$ cat src/rtl/pcn_pkg.sv
package pcn_pkg;

   // Source of the next fetch address
   typedef enum logic [1:0] {
      SRC_SEQ    = 2'd0,
      SRC_BRANCH = 2'd1,
      SRC_JUMP   = 2'd2
   } next_src_e;

endpackage

$ cat src/rtl/pcn_word_incr.sv
module pcn_word_incr #(
   parameter int unsigned WORD_W = 30,
   parameter bit          SPLIT  = 1'b1
) (
   input  logic [WORD_W-1:0] word_i,
   output logic [WORD_W-1:0] word_o
);
   localparam int unsigned LO_W = WORD_W / 2;
   localparam int unsigned HI_W = WORD_W - LO_W;

   generate
      if (SPLIT && WORD_W >= 8) begin : g_split
         // Two short halves: the low-half carry selects the upper half
         logic [LO_W:0]   lo_sum;
         logic [HI_W-1:0] hi_inc;
         assign lo_sum = {1'b0, word_i[LO_W-1:0]} + {{LO_W{1'b0}}, 1'b1};
         assign hi_inc = word_i[WORD_W-1:LO_W] + {{(HI_W-1){1'b0}}, 1'b1};
         assign word_o = {(lo_sum[LO_W] ? hi_inc : word_i[WORD_W-1:LO_W]),
                          lo_sum[LO_W-1:0]};
      end else begin : g_flat
         assign word_o = word_i + {{(WORD_W-1){1'b0}}, 1'b1};
      end
   endgenerate

endmodule

$ cat src/rtl/pcn_branch_adder.sv
module pcn_branch_adder #(
   parameter int unsigned WORD_W = 30,
   parameter int unsigned IMM_W  = 16
) (
   input  logic [WORD_W-1:0] seq_word_i,
   input  logic [IMM_W-1:0]  offset_i,
   output logic [WORD_W-1:0] target_o
);
   logic [WORD_W-1:0] offset_ext;

   generate
      if (IMM_W >= WORD_W) begin : g_trunc
         assign offset_ext = offset_i[WORD_W-1:0];
      end else begin : g_sext
         assign offset_ext = {{(WORD_W-IMM_W){offset_i[IMM_W-1]}}, offset_i};
      end
   endgenerate

   // Word-granular add: the byte-level x4 is implicit
   assign target_o = seq_word_i + offset_ext;

endmodule

$ cat src/rtl/pcn_jump_former.sv
module pcn_jump_former #(
   parameter int unsigned WORD_W = 30,
   parameter int unsigned JIDX_W = 26
) (
   input  logic [WORD_W-1:0] seq_word_i,
   input  logic [JIDX_W-1:0] jidx_i,
   output logic [WORD_W-1:0] target_o
);
   localparam int unsigned REGION_W = (WORD_W > JIDX_W) ? WORD_W - JIDX_W : 0;

   generate
      if (REGION_W == 0) begin : g_full
         assign target_o = jidx_i[WORD_W-1:0];
      end else begin : g_region
         assign target_o = {seq_word_i[WORD_W-1 -: REGION_W], jidx_i};
      end
   endgenerate

endmodule

$ cat src/rtl/pcn_src_select.sv
module pcn_src_select
   import pcn_pkg::*;
#(
   parameter int unsigned WORD_W = 30
) (
   input  logic              br_eq_i,
   input  logic              br_ne_i,
   input  logic              jump_i,
   input  logic              zero_i,
   input  logic [WORD_W-1:0] seq_word_i,
   input  logic [WORD_W-1:0] br_word_i,
   input  logic [WORD_W-1:0] jmp_word_i,
   output logic [WORD_W-1:0] next_word_o
);
   next_src_e src;
   logic      taken;

   assign taken = (br_eq_i & zero_i) | (br_ne_i & ~zero_i);

   always_comb begin
      if (jump_i)     src = SRC_JUMP;
      else if (taken) src = SRC_BRANCH;
      else            src = SRC_SEQ;
   end

   always_comb begin
      unique case (src)
         SRC_JUMP:   next_word_o = jmp_word_i;
         SRC_BRANCH: next_word_o = br_word_i;
         default:    next_word_o = seq_word_i;
      endcase
   end

endmodule

$ cat src/rtl/pc_next_unit.sv
module pc_next_unit #(
   parameter int unsigned ADDR_W     = 32,
   parameter int unsigned WORD_LSB   = 2,
   parameter int unsigned IMM_W      = 16,
   parameter int unsigned JIDX_W     = 26,
   parameter bit          SPLIT_INC  = 1'b1,
   parameter logic [31:0] RESET_ADDR = 32'h0000_0000
) (
   input  logic              clk,
   input  logic              rst,
   input  logic [IMM_W-1:0]  imm16_i,
   input  logic [JIDX_W-1:0] jidx_i,
   input  logic              br_eq_i,
   input  logic              br_ne_i,
   input  logic              jump_i,
   input  logic              alu_zero_i,
   output logic [ADDR_W-1:0] pc_o
);
   localparam int unsigned WORD_W = ADDR_W - WORD_LSB;
   localparam logic [WORD_W-1:0] RESET_WORD = RESET_ADDR[ADDR_W-1:WORD_LSB];

   initial begin
      if (WORD_LSB < 1)          $error("pc_next_unit: WORD_LSB must be at least 1");
      if (ADDR_W > 32)           $error("pc_next_unit: ADDR_W above 32 unsupported");
      if (JIDX_W >= WORD_W)      $error("pc_next_unit: JIDX_W leaves no region bits");
      if (IMM_W >= WORD_W)       $error("pc_next_unit: IMM_W must be below word width");
      if (RESET_ADDR[WORD_LSB-1:0] != '0) $error("pc_next_unit: RESET_ADDR not aligned");
   end

   logic [WORD_W-1:0] pc_word_q;
   logic [WORD_W-1:0] seq_word;
   logic [WORD_W-1:0] br_word;
   logic [WORD_W-1:0] jmp_word;
   logic [WORD_W-1:0] next_word;

   pcn_word_incr #(.WORD_W(WORD_W), .SPLIT(SPLIT_INC)) u_incr (
      .word_i (pc_word_q),
      .word_o (seq_word)
   );

   pcn_branch_adder #(.WORD_W(WORD_W), .IMM_W(IMM_W)) u_br (
      .seq_word_i (seq_word),
      .offset_i   (imm16_i),
      .target_o   (br_word)
   );

   pcn_jump_former #(.WORD_W(WORD_W), .JIDX_W(JIDX_W)) u_jmp (
      .seq_word_i (seq_word),
      .jidx_i     (jidx_i),
      .target_o   (jmp_word)
   );

   pcn_src_select #(.WORD_W(WORD_W)) u_sel (
      .br_eq_i     (br_eq_i),
      .br_ne_i     (br_ne_i),
      .jump_i      (jump_i),
      .zero_i      (alu_zero_i),
      .seq_word_i  (seq_word),
      .br_word_i   (br_word),
      .jmp_word_i  (jmp_word),
      .next_word_o (next_word)
   );

   always_ff @(posedge clk) begin
      if (rst) pc_word_q <= RESET_WORD;
      else     pc_word_q <= next_word;
   end

   assign pc_o = {pc_word_q, {WORD_LSB{1'b0}}};

endmodule

$ cat config.mk
export PLATFORM = sky130hd
export DESIGN_NAME = pc_next_unit
export DESIGN_NICKNAME = d
export VERILOG_FILES = /design/src/rtl/pcn_pkg.sv /design/src/rtl/pcn_word_incr.sv /design/src/rtl/pcn_branch_adder.sv /design/src/rtl/pcn_jump_former.sv /design/src/rtl/pcn_src_select.sv /design/src/rtl/pc_next_unit.sv
export SDC_FILE = /design/constraint.sdc
export NUM_CORES = 1
export LEC_CHECK = 0
export BUFFER_PORTS_ARGS = -buffer_cell sky130_fd_sc_hd__buf_4
export CORE_ASPECT_RATIO = 1.25
export CORE_MARGIN = 2
export CORE_UTILIZATION = 50
export CTS_BUF_LIST = sky130_fd_sc_hd__clkbuf_8
export CTS_CLUSTER_DIAMETER = 100
export DETAILED_ROUTE_END_ITERATION = 8
export HOLD_SLACK_MARGIN = 0.03
export PLACE_DENSITY_LB_ADDON = 0.2
export SETUP_SLACK_MARGIN = 0.1
export SLEW_MARGIN = 20
export SYNTH_ARGS = -nofsm -noshare
export SYNTH_HDL_FRONTEND = slang
export SYNTH_HIERARCHICAL = 1
export SYNTH_SLANG_ARGS = --single-unit
$ cat constraint.sdc
create_clock -name clk -period 3.3 [get_ports clk]
set_input_delay 0.33 -clock clk [delete_from_list [all_inputs] [get_ports clk]]
set_output_delay 0.33 -clock clk [all_outputs]
set_load 0.03 [all_outputs]
After elaboration in Yosys (flattened, before gate mapping)
Cells that the tools add are included.

Add/subtract/negate cells: 3. Eq/ne operators: 2. Mux-type cells: 4. Bitwise gates (word level): 4.

Operator list (count): case mux 30 bit (2 select lines) (1); adder 30 bit (1); adder 15 x 1 -> 16 bit, second input constant (1); adder 15 x 1 -> 15 bit, second input constant (1); 2-to-1 mux 15 bit (1); bitwise AND 1 bit (2); == test 2 x 1 -> 1 bit, second input constant (1); == test 2 bit, second input constant (1); 2-to-1 mux 2 bit (1); 2-to-1 mux 1 bit (1); inverter 1 bit (1); bitwise OR 1 bit (1).

Flip-flop bits (word level): 30. Output and inout port bits: 32. Word-level logic and storage cells: 14.

Logic depth before layout (Yosys ltp)
Gate-level depths: netlist of the first run.

Depth after elaboration: 7. Mapped depth: 17. Gate-level depth less buffers: 16.

By module
Netlist of the first run, hierarchy kept.

By module, submodules not included: pcn_branch_adder (times used 1, cells an instance 224, area an instance 1645.3 µm²); pc_next_unit (times used 1, cells an instance 66, area an instance 900.9 µm²); pcn_src_select (times used 1, cells an instance 101, area an instance 636.9 µm²); pcn_word_incr (times used 1, cells an instance 87, area an instance 596.8 µm²); pcn_jump_former (times used 1, cells an instance 30, area an instance 225.2 µm²).

Worst setup path before layout of the first run
No wires, ideal clock.

Path type: register to register. Start point: register pc_word_q[6]. End point: register pc_word_q[26]. Setup time: 0.114 ns. Arrival: 3.410 ns. Data required time: 3.186 ns. Slack: -0.224 ns. Stages on the path, launching flop included: 14. Path buffers: 0. Period minus slack after synthesis: 3.524 ns. Cells stage by stage: dfxtp_1 > nand3_2 > nor4_4 > and2_1 > mux2_1 > ha_1 > and3_1 > nand2_1 > or3_1 > o21ba_1 > xnor2_1 > mux2i_1 > o21ai_1 > nor2b_2.

Longest elaborated chain between the ends: 4.

Ends and longest elaborated chain: from (decl) (RTL line pc_next_unit.sv:30) `logic [WORD_W-1:0] pc_word_q;`; from (signal assigned) (RTL line pc_next_unit.sv:66) `else pc_word_q <= next_word;`; adder 15 x 1 -> 16 bit (RTL line pcn_word_incr.sv:16) `assign lo_sum = {1'b0, word_i[LO_W-1:0]} + {{LO_W{1'b0}}, 1'b1};`; 2-to-1 mux 15 bit (RTL line pcn_word_incr.sv:18) `assign word_o = {(lo_sum[LO_W] ? hi_inc : word_i[WORD_W-1:LO_W]),`; via seq_word[16] (RTL line pc_next_unit.sv:31) `logic [WORD_W-1:0] seq_word;`; adder 30 bit (RTL line pcn_branch_adder.sv:20) `assign target_o = seq_word_i + offset_ext;`; via br_word[26] (RTL line pc_next_unit.sv:32) `logic [WORD_W-1:0] br_word;`; case mux 30 bit (2 select lines) (RTL line pcn_src_select.sv:27) `unique case (src)`; via next_word[26] (RTL line pc_next_unit.sv:34) `logic [WORD_W-1:0] next_word;`.

The timed path passes the listed nets, and every way through them passes these cells. A chain may end at the register's enable or synchronous reset.

Final worst setup path of the first run
Start point: register pc_word_q[6]. End point: register pc_word_q[28].

Elaborated cells on any way between the ends: 4. Classes of those cells: 2 x add/sub; 2 x mux.

RTL lines (RTL line): adder 15 x 1 -> 16 bit (pcn_word_incr.sv:16); via seq_word[13] (pc_next_unit.sv:31); adder 30 bit (pcn_branch_adder.sv:20); via br_word[28] (pc_next_unit.sv:32); case mux 30 bit (2 select lines) (pcn_src_select.sv:27); via next_word[28] (pc_next_unit.sv:34).

The timed path passes the listed nets, and every way through them passes these cells.

==> summary.md, run 1 <==
| Metric | Value |
|---|---|
| Post-synthesis simple-gate area fraction | `23.90%` |
| Leak pwr | `2.642 nW` |
| # nets final | `723` |
| Period utilization | `a little over nine tenths` |
| Area grow syn2layout | `45.30%` |
| Total power draw | `1.870 mW` |
| Post-Synth XOR/XNOR Area | `11.59%` |
| CTS Sinks | `30` |
| Total Wirelength | `12290 um` |
| EDFF count, synth | `0` |
| Antenna violations before repair | `0` |
| Initial Utilization | `51.40%` |
| Minimum clock period | `between 3000 and 4000 ps` |
| Synth Area in Compound Gates | `20.74%` |
| Hold Buf Count CTS | `0` |
| FMAX | `309.0 MHz` |
| Residual DRC | `0` |
| Vias | `4103` |
| Biggest regs | `pc_word_q (30)` |
| Largest Register | `pc_word_q` |
| Routed Antenna Nets | `0` |
| Clock Pin Slew Worst Setup and Hold Paths | `70 ps` |
| Hold Path Class | `in2reg` |
| Cell Area, Placed | `4987 um^2` |
| Die width | `84.05 um` |
| IR Drop Worst-Case VDD | `between 0.15 and 0.2 mV` |
| Clock Latency Late Sink | `280 ps` |
| DRT iter0 DRCs | `147` |
| Unique masters post-synth | `63` |
| IO Pins | `80` |
| Ant diodes | `0` |
| Largest net degree at the start of global routing | `61` |
| Drt pass-1 iters | `4` |
| Setup-failing EPs final | `0` |
| Congestion Overflow GR | `0` |
| Post-synth ARST share | `0%` |
| Total GRT Usage | `25.78%` |
| Critical path's largest stage delay | `410 ps` |
| Detailed Place HPWL | `just under 9000 um` |
| Unrepaired setup endpoints after global routing | `true` |
| Setup crit start kind | `register` |
| Avg Synthesized Cell Area | `7.884 um^2` |
| Area share of fa/ha/maj cells after synthesis | `10.18%` |
| Max FFs per register | `30` |
| Sequential share of the synthesized area | `15.00%` |
| Worst-path cell chain | `nand3_4, nor4_4, buf_6, nand3_1, xnor2_2, ha_1, a211oi_2, nor2_1, nor3_1, o31a_1, o221ai_1, a21oi_1, xnor2_1, mux2i_1, o21ai_1, nor2b_1` |
| Post-synth top flop | `dfxtp_1` |
| Worst-Margin Slew | `558.9 ps` |
| Slew Viols, Final | `0` |
| Top Family by Delay on Critical Path | `compound AO/OA/AOI/OAI gates` |
| Most frequent cells in the layout | `buf_4 (168), nand2_1 (57), o21ai_1 (39), mux2i_1 (30), xnor2_1 (26)` |
| Cells after Synth | `508` |
| CP max stage cell | `dfxtp_4` |
| Via density | `5.552` |
| Layout cells sized above 1 | `50.62%` |
| RD Place Congestion | `0.8573` |
| Post-Route Skew | `roughly 5.8 ps` |
| Final core occ | `between 70 and 80%` |
| Status | `completed` |
| CP Data Arrival Time | `between 3000 and 4000 ps` |
| Vias in the first global route | `4168` |
| CTS tree | `done` |
| #FFs+latches synth | `30` |
| Placed Cells | `between 700 and 800` |
| Syn. warnings | `6` |
| Die Area | `8747 um^2` |
| Average wire per standard cell | `16.63 um` |
| Mux cell area share after synthesis | `8.122%` |
| Core Area | `7792 um^2` |
| CP Capture Type | `register` |
| Worst Path Buf+Inv | `1` |
| Critical path type | `reg2reg` |
| Clock Path Buffers | `2` |
| IO buf count | `77` |
| Largest family of logic cells by synthesized area | `simple AND/OR/NAND/NOR gates` |
| Rows | `36` |
| Hold Vio Cnt, Final | `0` |
| Power per cell area | `~320 nW/um^2` |
| Crit path max fanout | `7` |
| First-pass GRT wire length | `18740 um` |
| Cell Area, Synth | `around 4000 um^2` |
| Die Ht | `104.1 um` |
| Fin cells | `739` |
| CTS Root Cell | `clkbuf_8` |
| Finished Cell Area | `5819 um^2` |
| Commonest non-fill, non-tap cell in the layout | `buf_4` |
| Max H-tree Level | `2` |
| Setup TNS | `0 ps` |
| TritonCTS Buffers | `5` |
| CP required | `3460 ps` |
| Max Cap Viol | `0` |
| Slew HR | `62.74%` |
## what timing repair did
item,4_1_cts,5_1_grt
buffers inserted,8,16
pin swaps,24,45
setup endpoints to repair,15,16
gates resized for setup,38,77
## Yosys cell counts (3+ instances only)
| cell | number | area [um^2] |
|---|---|---|
| nor2b_1 | 9 | 56.30 |
| o21a_1 | 4 | 30.03 |
| xor2_1 | 15 | 131.4 |
| clkbuf_1 | 8 | 30.03 |
| a21oi_1 | 29 | 145.1 |
| nor4_1 | 4 | 25.02 |
| xnor2_1 | 38 | 332.8 |
| nand4_1 | 12 | 75.07 |
| buf_6 | 7 | 78.83 |
| a21oi_2 | 4 | 35.03 |
| a21o_1 | 7 | 52.55 |
| o21bai_1 | 6 | 45.04 |
| o21ai_1 | 34 | 170.2 |
| inv_1 | 14 | 52.55 |
| nand3_1 | 15 | 75.07 |
| o21ai_0 | 13 | 65.06 |
| dfxtp_1 | 30 | 600.6 |
| nand2_1 | 63 | 236.5 |
| nor3_1 | 6 | 30.03 |
| ha_1 | 31 | 387.9 |
| mux2i_1 | 30 | 300.3 |
| a211oi_1 | 3 | 22.52 |
| buf_4 | 32 | 240.2 |
| nor2b_2 | 24 | 210.2 |
| and3_1 | 7 | 43.79 |
| nor2_1 | 20 | 75.07 |
## final timing paths
| path | to | from | cells after the start | slack [ps] |
|---|---|---|---|---|
| setup / recovery | pc_word_q[28] | pc_word_q[6] | 16 | 60 |
| hold / removal | pc_word_q[6] | jidx_i[6] | 4 | 360 |
| setup reg to reg | pc_word_q[28] | pc_word_q[6] | 16 | 60 |
| hold reg to reg | pc_word_q[29] | pc_word_q[29] | 4 | 790 |
## metal layers
metal / vias up / global-route usage, % / wire length [um]
li1: 2036 / - / -
met1: 1942 / 28.41 / 4876
met2: 98 / 48.98 / 6659
met3: 27 / 2.698 / 401
met4: 0 / 10.83 / 356
met5: - / 0 / 0
## layout make-up
type                       instances  area [um^2]
multi-input combinational        415         3536
fill                             609         1973
timing repair buffer             177         1384
sequential                        30        644.4
tap                               95        118.9
clock buffer                       5        68.82
inverter                          14        55.05
clock inverter                     3        12.51
## report_power, final
group,switching [mW],internal [mW],leakage (nW)
Clock,0.147,0.142,0.0468
Sequential,0.0427,0.398,0.256
Combinational,0.579,0.560,2.34
Total,0.769,1.10,2.64
## metrics by stage
step           worst slack, ps  hold slack (ps)
5_1_grt                 -111.7            385.1
3_3_place_gp            -43.34            646.1
3_5_place_dp            -154.8            657.2
4_1_cts                  94.96            357.9
6_report                 63.94            362.6
2_1_floorplan            107.0            536.8
## worst reg2reg max path, delay by kind of cell (launching register included)
family	cells	cell delay, ps
simple gates	6	910
compound gates	5	900
flops	1	410
fa+ha+maj	1	350
xor+xnor	2	260
buf+inv	1	170
mux	1	130
## logic make-up (layout without fill, tap and decap cells)
group,count (synthesis),in the layout
flops,30,30
simple gates,173,173
other cells,1,2
fa+ha+maj,32,32
compound gates,123,123
xor+xnor,53,53
mux,32,32
buf+inv,64,199
Note: power is estimated with default switching activity, not from simulation.
==> run 2: changes to the inputs <==
--- a/config.mk
+++ b/config.mk
@@ -8,7 +8,7 @@
 export BUFFER_PORTS_ARGS = -buffer_cell sky130_fd_sc_hd__buf_4
 export CORE_ASPECT_RATIO = 1.25
 export CORE_MARGIN = 2
-export CORE_UTILIZATION = 50
+export CORE_UTILIZATION = 53
 export CTS_BUF_LIST = sky130_fd_sc_hd__clkbuf_8
 export CTS_CLUSTER_DIAMETER = 100
 export DETAILED_ROUTE_END_ITERATION = 8
==> run 2 against run 1 <==
The flow now finishes with violations (negative setup slack). Sequential power barely moved. Cell count rose by 1.6%. Core utilization rose by 11 points. Critical path type unchanged. Register-to-register slack got worse by 250 ps. Via count rose by 11%. Cell area rose by 8.0%. Die area fell by 5.4%. Global-route usage rose by 2.3 points. Critical path depth fell by 1.
==> summary.md, run 2 (synthesized netlist as in run 1, its figures left out) <==
| Metric | Value |
|---|---|
| Largest net degree at the start of global routing | `61` |
| RD Place Congestion | `0.9329` |
| Minimum hold slack | `352.9 ps` |
| # nets final | `738` |
| FMAX | `287.2 MHz` |
| Max H-tree Level | `2` |
| Biggest regs | `pc_word_q (30)` |
| Finished Cell Area | `6285 um^2` |
| Crit path max fanout | `5` |
| CTS tree | `done` |
| Average wire per standard cell | `20.01 um` |
| Critical path type | `reg2reg` |
| Total power draw | `2.067 mW` |
| IR Drop Worst-Case VDD | `0.2378 mV` |
| Setup-failing EPs final | `9` |
| Vias in the first global route | `4060` |
| Die Area | `8272 um^2` |
| Core Area | `7357 um^2` |
| FILL cells | `382` |
| Hold Vio Cnt, Final | `0` |
| Placed Cells | `695` |
| Initial Utilization | `54.44%` |
| Cell Area, Placed | `between 4000 and 5000 um^2` |
| Max Cap Viol | `0` |
| DRT iter0 DRCs | `275` |
| CTS Sinks | `30` |
| Fin cells | `751` |
| Die Ht | `101.2 um` |
| Failing checks | `negative setup slack` |
| Vias | `about 4.5k` |
| Total Wirelength | `15030 um` |
| Max FFs per register | `30` |
| FF-to-FF End | `pc_word_q[25]` |
| Post-Route Skew | `12.88 ps` |
| Area grow syn2layout | `56.92%` |
| First-pass GRT wire length | `18180 um` |
| Critical path origin | `pc_word_q[10]` |
| Worst R2R Start | `pc_word_q[10]` |
| Minimum clock period | `3482 ps` |
| IO Pins | `80` |
| Clock Pin Slew Worst Setup and Hold Paths | `about 80 ps` |
| Layout cells sized above 1 | `between 50% and 60%` |
| Unrepaired setup endpoints after global routing | `true` |
| R2R depth | `15` |
| Total GRT Usage | `28.11%` |
| Ant diodes | `0` |
| PnR worst setup slack | `-181.6 ps` |
| Slew HR | `between 60% and 70%` |
| Critical path capture point | `pc_word_q[25]` |
| Worst R2R Setup Slack | `-180 ps` |
| CTS Root Cell | `clkbuf_8` |
| Clock Path Buffers | `2` |
| CP Data Arrival Time | `between 3000 and 4000 ps` |
| Die width | `81.75 um` |
| IO buf count | `77` |
| CP required | `3470 ps` |
| Residual DRC | `0` |
| Via density | `between 6 and 7` |
| Commonest non-fill, non-tap cell in the layout | `buf_4` |
| CP Capture Type | `register` |
| Largest Register | `pc_word_q` |
| Slew Viols, Final | `0` |
| Clock Latency Late Sink | `300 ps` |
| Power per cell area | `328.8 nW/um^2` |
| TritonCTS Buffers | `5` |
| Congestion Overflow GR | `0` |
| Hold Path Class | `in2reg` |
| Leak pwr | `2.842 nW` |
| Status | `finished, violations left` |
| Worst-Margin Slew | `~580 ps` |
| Antenna violations before repair | `0` |
| Period utilization | `105.5%` |
| Detailed Place HPWL | `8317 um` |
| Setup crit start kind | `register` |
| Drt pass-1 iters | `5` |
| Most frequent cells in the layout | `buf_4 (178), nand2_1 (54), o21ai_1 (37), mux2i_1 (30), nor2b_2 (25)` |
| Setup TNS | `-579.0 ps` |
| Rows | `35` |
| Routed Antenna Nets | `0` |
## run 2: routing by layer
layer	global-route usage, %	vias up	share of wire, %
met2	53.72	235	52
li1	-	2066	-
met4	11.92	0	7.4
met1	30.26	2153	35
met3	3.387	95	5.9
met5	0	-	0
## run 2: layout make-up
cell class | count | area [um^2] | area share (%)
Clock buffer | 6 | 82.58 | 1.314
Clock inverter | 2 | 7.507 | 0.1195
Inverter | 14 | 52.55 | 0.8362
Multi-Input combinational cell | 415 | 3876 | 61.68
Sequential cell | 30 | 648.1 | 10.31
Tap cell | 92 | 115.1 | 1.832
Timing Repair Buffer | 192 | 1503 | 23.91
## run 2: timing repair
item / 4_1_cts / 5_1_grt
gates resized for setup: 42 / 131
pin swaps: 25 / 77
endpoints found under the hold margin: 0 / 0
hold buffers: 0 / 0
buffers inserted: 16 / 32
endpoints found under the setup margin: 12 / 17
cloned: 1 / 0
## run 2: worst min path at each step
stage | startpoint | endpoint | cells after the start
4_1_cts | jidx_i[6] | pc_word_q[6] | 4
6_report | jidx_i[16] | pc_word_q[16] | 4
2_1_floorplan | rst | pc_word_q[0] | 2
3_5_place_dp | jidx_i[6] | pc_word_q[6] | 4
3_3_place_gp | jidx_i[18] | pc_word_q[18] | 4
5_1_grt | jidx_i[20] | pc_word_q[20] | 4
## run 2: report_power, final
group / internal, mW / switching, mW
Sequential: 0.398 / 0.0433
Combinational: 0.628 / 0.666
Clock: 0.164 / 0.168
## run 2: metrics by stage
stage | setup slack [ps] | util (%)
2_1_floorplan | 107.0 | -
3_3_place_gp | -24.42 | 66.82
3_5_place_dp | -131.1 | 66.82
4_1_cts | 58.74 | 72.38
5_1_grt | -309.6 | 85.43
6_report | -181.6 | 85.43
## run 2: worst max-delay path, stage by stage (launching register included)
cell,delay (ps)
dfxtp_4,380
nand2_4,70
nor4_4,460
and2_4,250
mux2_4,330
ha_4,310
o21ai_2,70
nor2_2,120
o21ai_1,120
a22o_1,260
a21oi_2,200
a311oi_2,130
xnor2_1,170
mux2i_1,210
o21ai_1,90
nor2b_2,170
